==> src/rtl/errRecPkg.sv <==
`timescale 1ns/1ps
package errRecPkg;

  typedef enum logic [1:0] {
    SEV_CE  = 2'd0,
    SEV_UER = 2'd1,
    SEV_UEO = 2'd2
  } sevT;

  typedef struct packed {
    logic       set;
    logic       dbl;
    logic       clr;
    logic [7:0] code;
  } recStrobeT;

  localparam int DATA_W          = 32;
  localparam int VALID_BIT       = 31;
  localparam int ROUTE_ERR_ADDR  = 32;
  localparam int ROUTE_FLT_ADDR  = 33;

  function automatic logic [63:0] presentMask(input bit hasLpi, input int numIts);
    logic [63:0] m;
    m = '0;
    m[0] = 1'b1;
    m[1] = 1'b1; m[2] = 1'b1;
    m[3] = 1'b1; m[4] = 1'b1;
    m[7] = 1'b1; m[8] = 1'b1;
    if (hasLpi) begin
      m[9] = 1'b1; m[10] = 1'b1;
    end
    if (numIts > 0) begin
      m[11] = 1'b1; m[12] = 1'b1;
    end
    for (int i = 0; i < numIts; i++) m[13 + i] = 1'b1;
    return m;
  endfunction

  function automatic sevT recSev(input int r);
    if (r == 0)      return SEV_UEO;
    else if (r >= 13) return SEV_UER;
    else if (r == 12) return SEV_UEO;
    else if (r % 2 == 1) return SEV_CE;
    else             return SEV_UER;
  endfunction

  function automatic logic [7:0] recCode(input int r);
    if (r >= 13)      return 8'd14;
    else if (r >= 11) return 8'd6;
    else              return 8'd7;
  endfunction

endpackage

==> src/rtl/errRecCtrl.sv <==
`timescale 1ns/1ps
module errRecCtrl
  import errRecPkg::*;
#(
  parameter int HAS_LPI  = 1,
  parameter int NUM_ITS  = 1,
  parameter int ADDR_W   = 6,
  parameter int ID_W     = 10,
  parameter int MAX_ID   = 1019,
  parameter int OWN_LO   = 32,
  parameter int OWN_HI   = 1019,
  parameter logic [7:0] BAD_CODE = 8'h0F,
  localparam int NUM_REC = 13 + NUM_ITS
) (
  input  logic                              clk,
  input  logic                              rstN,
  input  logic                              regWrEn,
  input  logic                              regRdEn,
  input  logic [ADDR_W-1:0]                 regAddr,
  input  logic [DATA_W-1:0]                 regWrData,
  input  logic                              evtValid,
  input  logic [ADDR_W-1:0]                 evtRec,
  input  logic [7:0]                        evtCode,
  input  logic [NUM_REC-1:0][DATA_W-1:0]    recStatus,
  input  logic                              errLevel,
  input  logic                              faultLevel,
  output recStrobeT [NUM_REC-1:0]           strobe,
  output logic [DATA_W-1:0]                 regRdData,
  output logic                              errPulse,
  output logic                              faultPulse,
  output logic [ID_W-1:0]                   errRoute,
  output logic [ID_W-1:0]                   faultRoute
);

  localparam logic [63:0] PRESENT = presentMask(HAS_LPI != 0, NUM_ITS);
  localparam logic [ADDR_W-1:0] ERR_A = ADDR_W'(ROUTE_ERR_ADDR);
  localparam logic [ADDR_W-1:0] FLT_A = ADDR_W'(ROUTE_FLT_ADDR);

  logic mapped, badAccess, errLevelQ, faultLevelQ;

  function automatic logic idLegal(input logic [DATA_W-1:0] d);
    return (d >= 32'd32) && (d <= 32'(MAX_ID)) &&
           (d >= 32'(OWN_LO)) && (d <= 32'(OWN_HI));
  endfunction

  assign mapped    = PRESENT[6'(regAddr)] || (regAddr == ERR_A) || (regAddr == FLT_A);
  assign badAccess = (regRdEn || regWrEn) && !mapped;

  always_comb begin
    for (int r = 0; r < NUM_REC; r++) begin
      logic hit;
      hit = evtValid && (evtRec == ADDR_W'(r));
      strobe[r].set  = PRESENT[r] && (hit || (r == 0 && badAccess));
      strobe[r].dbl  = (r == 0) && hit && badAccess;
      strobe[r].clr  = PRESENT[r] && regWrEn && (regAddr == ADDR_W'(r)) &&
                       regWrData[VALID_BIT];
      if (r == 0) strobe[r].code = badAccess ? BAD_CODE : evtCode;
      else        strobe[r].code = recCode(r);
    end
  end

  always_ff @(posedge clk or negedge rstN) begin
    if (!rstN) begin
      errRoute    <= '0;
      faultRoute  <= '0;
      errLevelQ   <= 1'b0;
      faultLevelQ <= 1'b0;
    end else begin
      errLevelQ   <= errLevel;
      faultLevelQ <= faultLevel;
      if (regWrEn && regAddr == ERR_A)
        errRoute <= idLegal(regWrData) ? regWrData[ID_W-1:0] : '0;
      if (regWrEn && regAddr == FLT_A)
        faultRoute <= idLegal(regWrData) ? regWrData[ID_W-1:0] : '0;
    end
  end

  assign errPulse   = errLevel && !errLevelQ && (errRoute != '0);
  assign faultPulse = faultLevel && !faultLevelQ && (faultRoute != '0);

  always_comb begin
    regRdData = '0;
    if (regAddr == ERR_A)      regRdData = DATA_W'(errRoute);
    else if (regAddr == FLT_A) regRdData = DATA_W'(faultRoute);
    else begin
      for (int r = 0; r < NUM_REC; r++)
        if (regAddr == ADDR_W'(r)) regRdData = recStatus[r];
    end
  end

endmodule

==> src/rtl/errRecData.sv <==
`timescale 1ns/1ps
module errRecData
  import errRecPkg::*;
#(
  parameter int HAS_LPI  = 1,
  parameter int NUM_ITS  = 1,
  localparam int NUM_REC = 13 + NUM_ITS
) (
  input  logic                           clk,
  input  logic                           rstN,
  input  recStrobeT [NUM_REC-1:0]        strobe,
  output logic [NUM_REC-1:0][DATA_W-1:0] recStatus,
  output logic                           errLevel,
  output logic                           faultLevel
);

  localparam logic [63:0] PRESENT = presentMask(HAS_LPI != 0, NUM_ITS);

  logic [NUM_REC-1:0] errVec, faultVec;

  for (genvar r = 0; r < NUM_REC; r++) begin : g_rec
    if (PRESENT[r]) begin : g_on
      localparam sevT SEV = recSev(r);
      logic       valid, ovf;
      logic [7:0] code;

      always_ff @(posedge clk or negedge rstN) begin
        if (!rstN) begin
          valid <= 1'b0;
          ovf   <= 1'b0;
          code  <= '0;
        end else if (strobe[r].set) begin
          valid <= 1'b1;
          ovf   <= (valid && !strobe[r].clr) || strobe[r].dbl;
          code  <= strobe[r].code;
        end else if (strobe[r].clr) begin
          valid <= 1'b0;
          ovf   <= 1'b0;
          code  <= '0;
        end
      end

      assign recStatus[r] = {valid, ovf, SEV, 20'b0, code};
      assign errVec[r]    = valid && (SEV == SEV_CE);
      assign faultVec[r]  = valid && (SEV != SEV_CE);
    end else begin : g_off
      assign recStatus[r] = '0;
      assign errVec[r]    = 1'b0;
      assign faultVec[r]  = 1'b0;
    end
  end

  assign errLevel   = |errVec;
  assign faultLevel = |faultVec;

endmodule

==> src/rtl/errRecordBank.sv <==
`timescale 1ns/1ps
module errRecordBank
  import errRecPkg::*;
#(
  parameter int HAS_LPI  = 1,
  parameter int NUM_ITS  = 1,
  parameter int ADDR_W   = 6,
  parameter int ID_W     = 10,
  parameter int MAX_ID   = 1019,
  parameter int OWN_LO   = 32,
  parameter int OWN_HI   = 1019,
  parameter logic [7:0] BAD_CODE = 8'h0F
) (
  input  logic              clk,
  input  logic              rstN,
  input  logic              regWrEn,
  input  logic              regRdEn,
  input  logic [ADDR_W-1:0] regAddr,
  input  logic [31:0]       regWrData,
  output logic [31:0]       regRdData,
  input  logic              evtValid,
  input  logic [ADDR_W-1:0] evtRec,
  input  logic [7:0]        evtCode,
  output logic              errIntLevel,
  output logic              faultIntLevel,
  output logic              errIntPulse,
  output logic [ID_W-1:0]   errIntId,
  output logic              faultIntPulse,
  output logic [ID_W-1:0]   faultIntId
);

  localparam int NUM_REC = 13 + NUM_ITS;

  recStrobeT [NUM_REC-1:0]        strobe;
  logic [NUM_REC-1:0][DATA_W-1:0] recStatus;

  errRecCtrl #(
    .HAS_LPI(HAS_LPI), .NUM_ITS(NUM_ITS), .ADDR_W(ADDR_W), .ID_W(ID_W),
    .MAX_ID(MAX_ID), .OWN_LO(OWN_LO), .OWN_HI(OWN_HI), .BAD_CODE(BAD_CODE)
  ) i_ctrl (
    .clk(clk), .rstN(rstN),
    .regWrEn(regWrEn), .regRdEn(regRdEn), .regAddr(regAddr), .regWrData(regWrData),
    .evtValid(evtValid), .evtRec(evtRec), .evtCode(evtCode),
    .recStatus(recStatus), .errLevel(errIntLevel), .faultLevel(faultIntLevel),
    .strobe(strobe), .regRdData(regRdData),
    .errPulse(errIntPulse), .faultPulse(faultIntPulse),
    .errRoute(errIntId), .faultRoute(faultIntId)
  );

  errRecData #(
    .HAS_LPI(HAS_LPI), .NUM_ITS(NUM_ITS)
  ) i_data (
    .clk(clk), .rstN(rstN), .strobe(strobe), .recStatus(recStatus),
    .errLevel(errIntLevel), .faultLevel(faultIntLevel)
  );

endmodule

==> config.mk <==
export PLATFORM = sky130hd
export DESIGN_NAME = errRecordBank
export DESIGN_NICKNAME = d
export VERILOG_FILES = /design/src/rtl/errRecPkg.sv /design/src/rtl/errRecCtrl.sv /design/src/rtl/errRecData.sv /design/src/rtl/errRecordBank.sv
export SDC_FILE = /design/constraint.sdc
export NUM_CORES = 1
export LEC_CHECK = 0
export CORE_UTILIZATION = 55
export CTS_CLUSTER_DIAMETER = 30
export DETAILED_ROUTE_END_ITERATION = 10
export DONT_BUFFER_PORTS = 1
export PLACE_DENSITY_LB_ADDON = 0.05
export REMOVE_ABC_BUFFERS = 1
export SYNTH_ARGS = -nofsm -noshare
export SYNTH_HDL_FRONTEND = slang
export SYNTH_SLANG_ARGS = --single-unit
==> constraint.sdc <==
create_clock -name clk -period 1.7 [get_ports clk]
set_clock_uncertainty 0.1 [all_clocks]
set_input_delay 0 -clock clk [delete_from_list [all_inputs] [get_ports clk]]
set_output_delay 0 -clock clk [all_outputs]
set_load 0.02 [all_outputs]
# After elaboration in Yosys (flattened, before gate mapping)
# Memories as Yosys holds them, arrays and structs flattened.
# Cells that the tools add are included.
[word_totals]
memories = 1
romBits = 64
regBits = 142
output_inout_bits = 56
[op_classes]
n_eq_ne = 26
mux = 79
reduce_logical = 97
order_cmp = 3
[mem_list]
columns = ["memory", "words", "width", "read_ports", "rd_clocked_by_memory_dff", "wr", "line", "source"]
rows = [
  ["(name not given)", 64, 1, 1, 0, 0, "errRecCtrl.sv:46", "assign mapped = PRESENT[6'(regAddr)] || (regAddr == ERR_A) || (regAddr == FLT_A);"],
]
[op_table]
columns = ["cell", "n"]
rows = [
  ["$mux 32", 16],
  ["$mux 8", 25],
  ["$eq 6x4->1 const B", 12],
  ["$logic_and 1x1->1", 59],
  ["$mux 1", 37],
  ["$eq 6x3->1 const B", 6],
  ["$ge 32x6->1 const B", 1],
  ["$le 32x10->1 const B", 1],
  ["$eq 6x2->1 const B", 4],
  ["$reduce_bool 2->1", 12],
  ["$reduce_bool 10->1", 2],
  ["$logic_not 1->1", 15],
  ["$eq 6x1->1 const B", 2],
  ["$eq 6x6->1 const B", 2],
  ["$logic_not 6->1", 2],
  ["$mux 10", 1],
  ["$lt 6x7->1 const B", 1],
  ["$reduce_or 7->1", 1],
  ["$logic_or 1x1->1", 5],
  ["$reduce_or 5->1", 1],
]

# Depth between registers and ports, before layout
[depth]
depth_word = 17
mapped_depth = 10
ltp_nobuf = 7

# Cells and area by module
# From an unflattened synthesis, not the netlist that was laid out.
[hier_totals]
hier_cells = 1580
area_unflattened_um2 = 13404.1
[by_module_without_submodules]
columns = ["module", "area_per_inst_um2", "cells_each", "n_inst"]
rows = [
  ["errRecData", 7272.0, 660, 1],
  ["errRecCtrl", 6132.1, 920, 1],
]

# Worst setup path before layout
# No wires, ideal clock.
[synth_timing]
path_type = "input -> output"
start = "input port regAddr[0]"
end = "output port regRdData[0]"
n_path_buf = 1
arrival_time_ns = 1.741
stages = 8
path_slack_ns = -0.141
cell_sequence = "inv_1 -> ha_1 -> clkbuf_1 -> and2b_1 -> nand2_1 -> o311ai_1 -> a21oi_1 -> o21ai_0"
[synth_via]
elab_chain_cells = 17
word_cells_on_any_way = 32
cone_classes = "15 x eq/ne; 16 x mux; 1 x reduce/logical"
[synth_lines]
columns = ["item", "line", "source"]
rows = [
  ["start: declaration", "errRecordBank.sv:18", "input logic [ADDR_W-1:0] regAddr,"],
  ["$logic_not 6->1", "errRecCtrl.sv:87", "if (regAddr == ADDR_W'(r)) regRdData = recStatus[r];"],
  ["$mux 32 (14 in a row)", "errRecCtrl.sv:87", ""],
  ["$mux 32", "errRecCtrl.sv:84", "else if (regAddr == FLT_A) regRdData = DATA_W'(faultRoute);"],
  ["$mux 32 (*)", "errRecCtrl.sv:83", "if (regAddr == ERR_A) regRdData = DATA_W'(errRoute);"],
  ["end: declaration", "errRecordBank.sv:20", "output logic [31:0] regRdData,"],
]
# Every way passes the cells marked *; elsewhere a longest branch is shown, timed or not.

# Worst setup path in the final report
[layout_timing]
start = "register i_data.g_rec[4].g_on.code[1]"
end = "output port regRdData[1]"
[layout_via]
elab_chain_cells = 12
[layout_lines]
columns = ["item", "line", "source"]
rows = [
  ["start: declaration", "errRecData.sv:25", "logic [7:0] code;"],
  ["start signal: assignment", "errRecData.sv:35", "code <= strobe[r].code;"],
  ["$mux 32 (10 in a row)", "errRecCtrl.sv:87", ""],
  ["$mux 32", "errRecCtrl.sv:84", ""],
  ["$mux 32", "errRecCtrl.sv:83", ""],
]
# Every way passes these cells.

==> flow_summary.ini <==
[clock_tree]
clk_pin_slew_ns = 0.11
cts_buffer_depth = 2
tritoncts = built
h-tree-depth = 2
cts-root-buf = clkbuf_8
cts_made_buffers = 5
clock-sinks = 54
clk_latency_ns = 0.31

[floorplanning]
dieArea_mm2 = 0.00684
die_w_um = 82.7
start_util = 0.567
fp.coreArea_mm2 = 0.00631
die_y_um = 82.7
ios = 113
rows = 29

[critical_path]
critPathKind = flop to output pin
cp_slowest_stage_delay_ns = 0.40
crit_family = compound AO/OA/AOI/OAI gates
arrival_ns = 1.82
startpoint = i_data.g_rec[4].g_on.code[1]$_DFFE_PN0P_
crit_buf_inv = 1
cp_cell_sequence = nand2b_4 > a221o_1 > o211a_4 > a211oi_2 > o22ai_1 > buf_4
startpoint_type = flop
reg2reg_from = i_data.g_rec[10].g_on.code[1]$_DFFE_PN0P_
endpoint_kind = output pin
cpMaxStageDelayCell = dfrtp_1
r2r_end = i_data.g_rec[10].g_on.code[1]$_DFFE_PN0P_
reg2reg_slack_ns = 0.23
ff2ff_path_depth = 3
cp-endpoint = regRdData[1]
path_max_fanout = 3
critical_path_required_ns = 1.60
critical_path_depth = 6

[yosys]
synth_top_area_frac = 0.377
synth_area_mm2 = 0.00358
synth-edff-count = 0
ys_seq_area_frac = 0.377
async_reset_ff_frac = 1.00
syn_area_per_cell_um2 = 8.53
yosysTopAreaCell = dfrtp_1
yosysWarnings = 0
syn_inst = 420
ys_ff_latch = 54
ys_top_cells_by_area = dfrtp_1 (38%), nand2_1 (6.9%), o21ai_0 (4.9%)
ys.flop_type = dfrtp_1
synth.distinct_cells = 63

[pwr]
p_leak_nw = 2.15
p_int_mw = 2.10
p_seq_frac = 0.486
p_switching_mw = 0.856
power_mw = 2.96
ir_drop_mv = 0.566
swShare = 0.289
p_per_area_mw_per_mm2 = 609
pwr-share-clk = 0.299
p_comb_frac = 0.214

[timing]
post-route-period-util = 1.13
fin_crit_ns = 1.92
max_freq_mhz = 520
drv_slew = 0
finalSetupTns_ns = -1.02
finalHoldViolCount = 1
fin_ws_ns = -0.224
rsz0062_at_grt = yes
slew_headroom = 0.631
tightest_slew_ns = 0.548
setup_violations = 6
whs_ns = -0.00566

[drt]
drt_iter0_markers = 316
vias = 3745
routedWlPerCell_um = 19.4
drtPass1Iterations = 6
vias_per_cell = 6.20
ant_nets = 0
wl_um = 11700
drc = 0

[final_layout]
area_growth_pct = 35.7
num_antenna_cells = 0
layout_commonest_cell = buf_4
layout-drive-gt1-share = 0.237
final_nets = 587
final_util = 0.770
mostFrequentLayoutCells = buf_4 (67), nand2_1 (65), dfrtp_1 (52), dlygate4sd3_1 (45), nor2_1 (39)

[grt]
grt_usage = 0.337
met1_usage = 0.391
grt_start_max_net_pins = 55
grt_antenna_before_repair = 0
top_usage_layer = met2
met3_usage = 0.0593
grt_pass1_wl_um = 16900
met2_usage = 0.602
first_global_vias = 3553
grt_overflow = 0

[flow_run]
maxCapViolCount = 0

[run_status]
status = complete, but fails checks
violations = negative hold slack, negative setup slack

[place]
io_buffers = 0
place_hpwl_um = 7980
gp_congestion = 0.925

[worst_hold_path]
holdCritPathClass = input pin to flop
## worst min path at each step
stage / start / end / slack, ns / cells after the start
after floorplan: rstN / i_ctrl.errLevelQ$_DFF_PN0_ / -0.40 / 0
after global placement: rstN / i_data.g_rec[7].g_on.code[1]$_DFFE_PN0P_ / -0.39 / 0
after detailed placement: rstN / i_data.g_rec[7].g_on.code[1]$_DFFE_PN0P_ / -0.39 / 0
after CTS: evtRec[4] / i_data.g_rec[8].g_on.code[1]$_DFFE_PN0P_ / -0.08 / 3
after global routing: evtRec[0] / i_data.g_rec[4].g_on.code[1]$_DFFE_PN0P_ / 0.03 / 3
final: evtRec[0] / i_data.g_rec[4].g_on.code[1]$_DFFE_PN0P_ / -0.006 / 3
## logic make-up after synthesis
family                   after synthesis  share of synthesized area
multiplexers                          14                     0.0405
flip-flops                            54                      0.377
buffers and inverters                 43                     0.0716
AO/OA/AOI/OAI                        109                      0.207
other                                  1                    0.00105
AND/OR/NAND/NOR                      195                      0.288
adder cells (fa/ha/maj)                4                     0.0140
## cell usage after synthesis (all sizes together), types with 2 or more instances
| library cell | number |
|---|---|
| or3 | 5 |
| nand4 | 4 |
| and3 | 7 |
| a31oi | 6 |
| o31ai | 2 |
| nor2 | 41 |
| a32o | 2 |
| nand2 | 66 |
| nor3b | 2 |
| nor4b | 4 |
| a221oi | 5 |
| nand2b | 12 |
| a22o | 5 |
| and2b | 2 |
| nor4 | 12 |
| a21oi | 19 |
| a211o | 4 |
| or2 | 2 |
| a221o | 6 |
| or4 | 3 |
| o21ai | 35 |
| mux2i | 10 |
| nor3 | 11 |
| a21o | 8 |
| and2 | 3 |
| ha | 4 |
| nand3b | 2 |
| a22oi | 3 |
| clkbuf | 11 |
| nor2b | 3 |
| mux2 | 4 |
| buf | 27 |
| nand3 | 12 |
| dfrtp | 54 |
| a211oi | 5 |
| o211a | 2 |
| inv | 5 |
| or3b | 2 |
## layer usage
| metal | wire length (µm) | vias to the layer above |
|---|---|---|
| met3 | 879 | 35 |
| met4 | 393 | 0 |
| met1 | 4590 | 1781 |
| met2 | 5840 | 223 |
| li1 | - | 1706 |
| met5 | 0 | - |
## stage by stage
step                cell area [µm²]  std cells  worst slack (ns)
floorplan                      3410        399            -0.279
global placement               4010        541           -0.0394
detailed placement             4010        541           -0.0737
CTS                            4650        597            -0.232
global route                   4860        604            -0.275
finish                         4860        604            -0.224
## registers in the layout, summed over array words and instances (netlist names)
register                 flops
i_data.g_rec.g_on.ovf       12
i_ctrl.faultLevelQ           1
i_data.g_rec.g_on.code      19
i_ctrl.errLevelQ             1
i_ctrl.faultRoute           10
i_data.g_rec.g_on.valid      1
i_ctrl.errRoute             10
## power by group through the flow
stage	combinational, mW	sequential (mW)	clock (mW)
2_1_floorplan	0.284	1.44	0
3_3_place_gp	0.439	1.45	0
3_5_place_dp	0.444	1.45	0
4_1_cts	0.572	1.43	0.898
5_1_grt	0.679	1.45	0.945
6_report	0.634	1.44	0.886
## timing repair
| item | in CTS | in global routing |
|---|---|---|
| setup buffers | 1 | 6 |
| setup endpoints to repair | 13 | 18 |
| endpoints found under the hold margin | 100 | 1 |
| hold buffers | 47 | 1 |
| resized for setup | 12 | 34 |
| pin swaps | 7 | 11 |
## tightest hold or removal path, cell delays in order
cell,delay [ns]
or2_2,0.15
nor3_1,0.09
nand2b_1,0.14
## final cells by class
cell class | count | area [µm²]
timing repair buffer | 120 | 1070
fill | 434 | 1450
clock inverter | 2 | 37.5
inverter | 5 | 22.5
tap | 77 | 96.3
sequential | 54 | 1350
clock buffer | 6 | 72.6
multi-input combinational | 340 | 2210
Power figures use the tool's default switching activity.
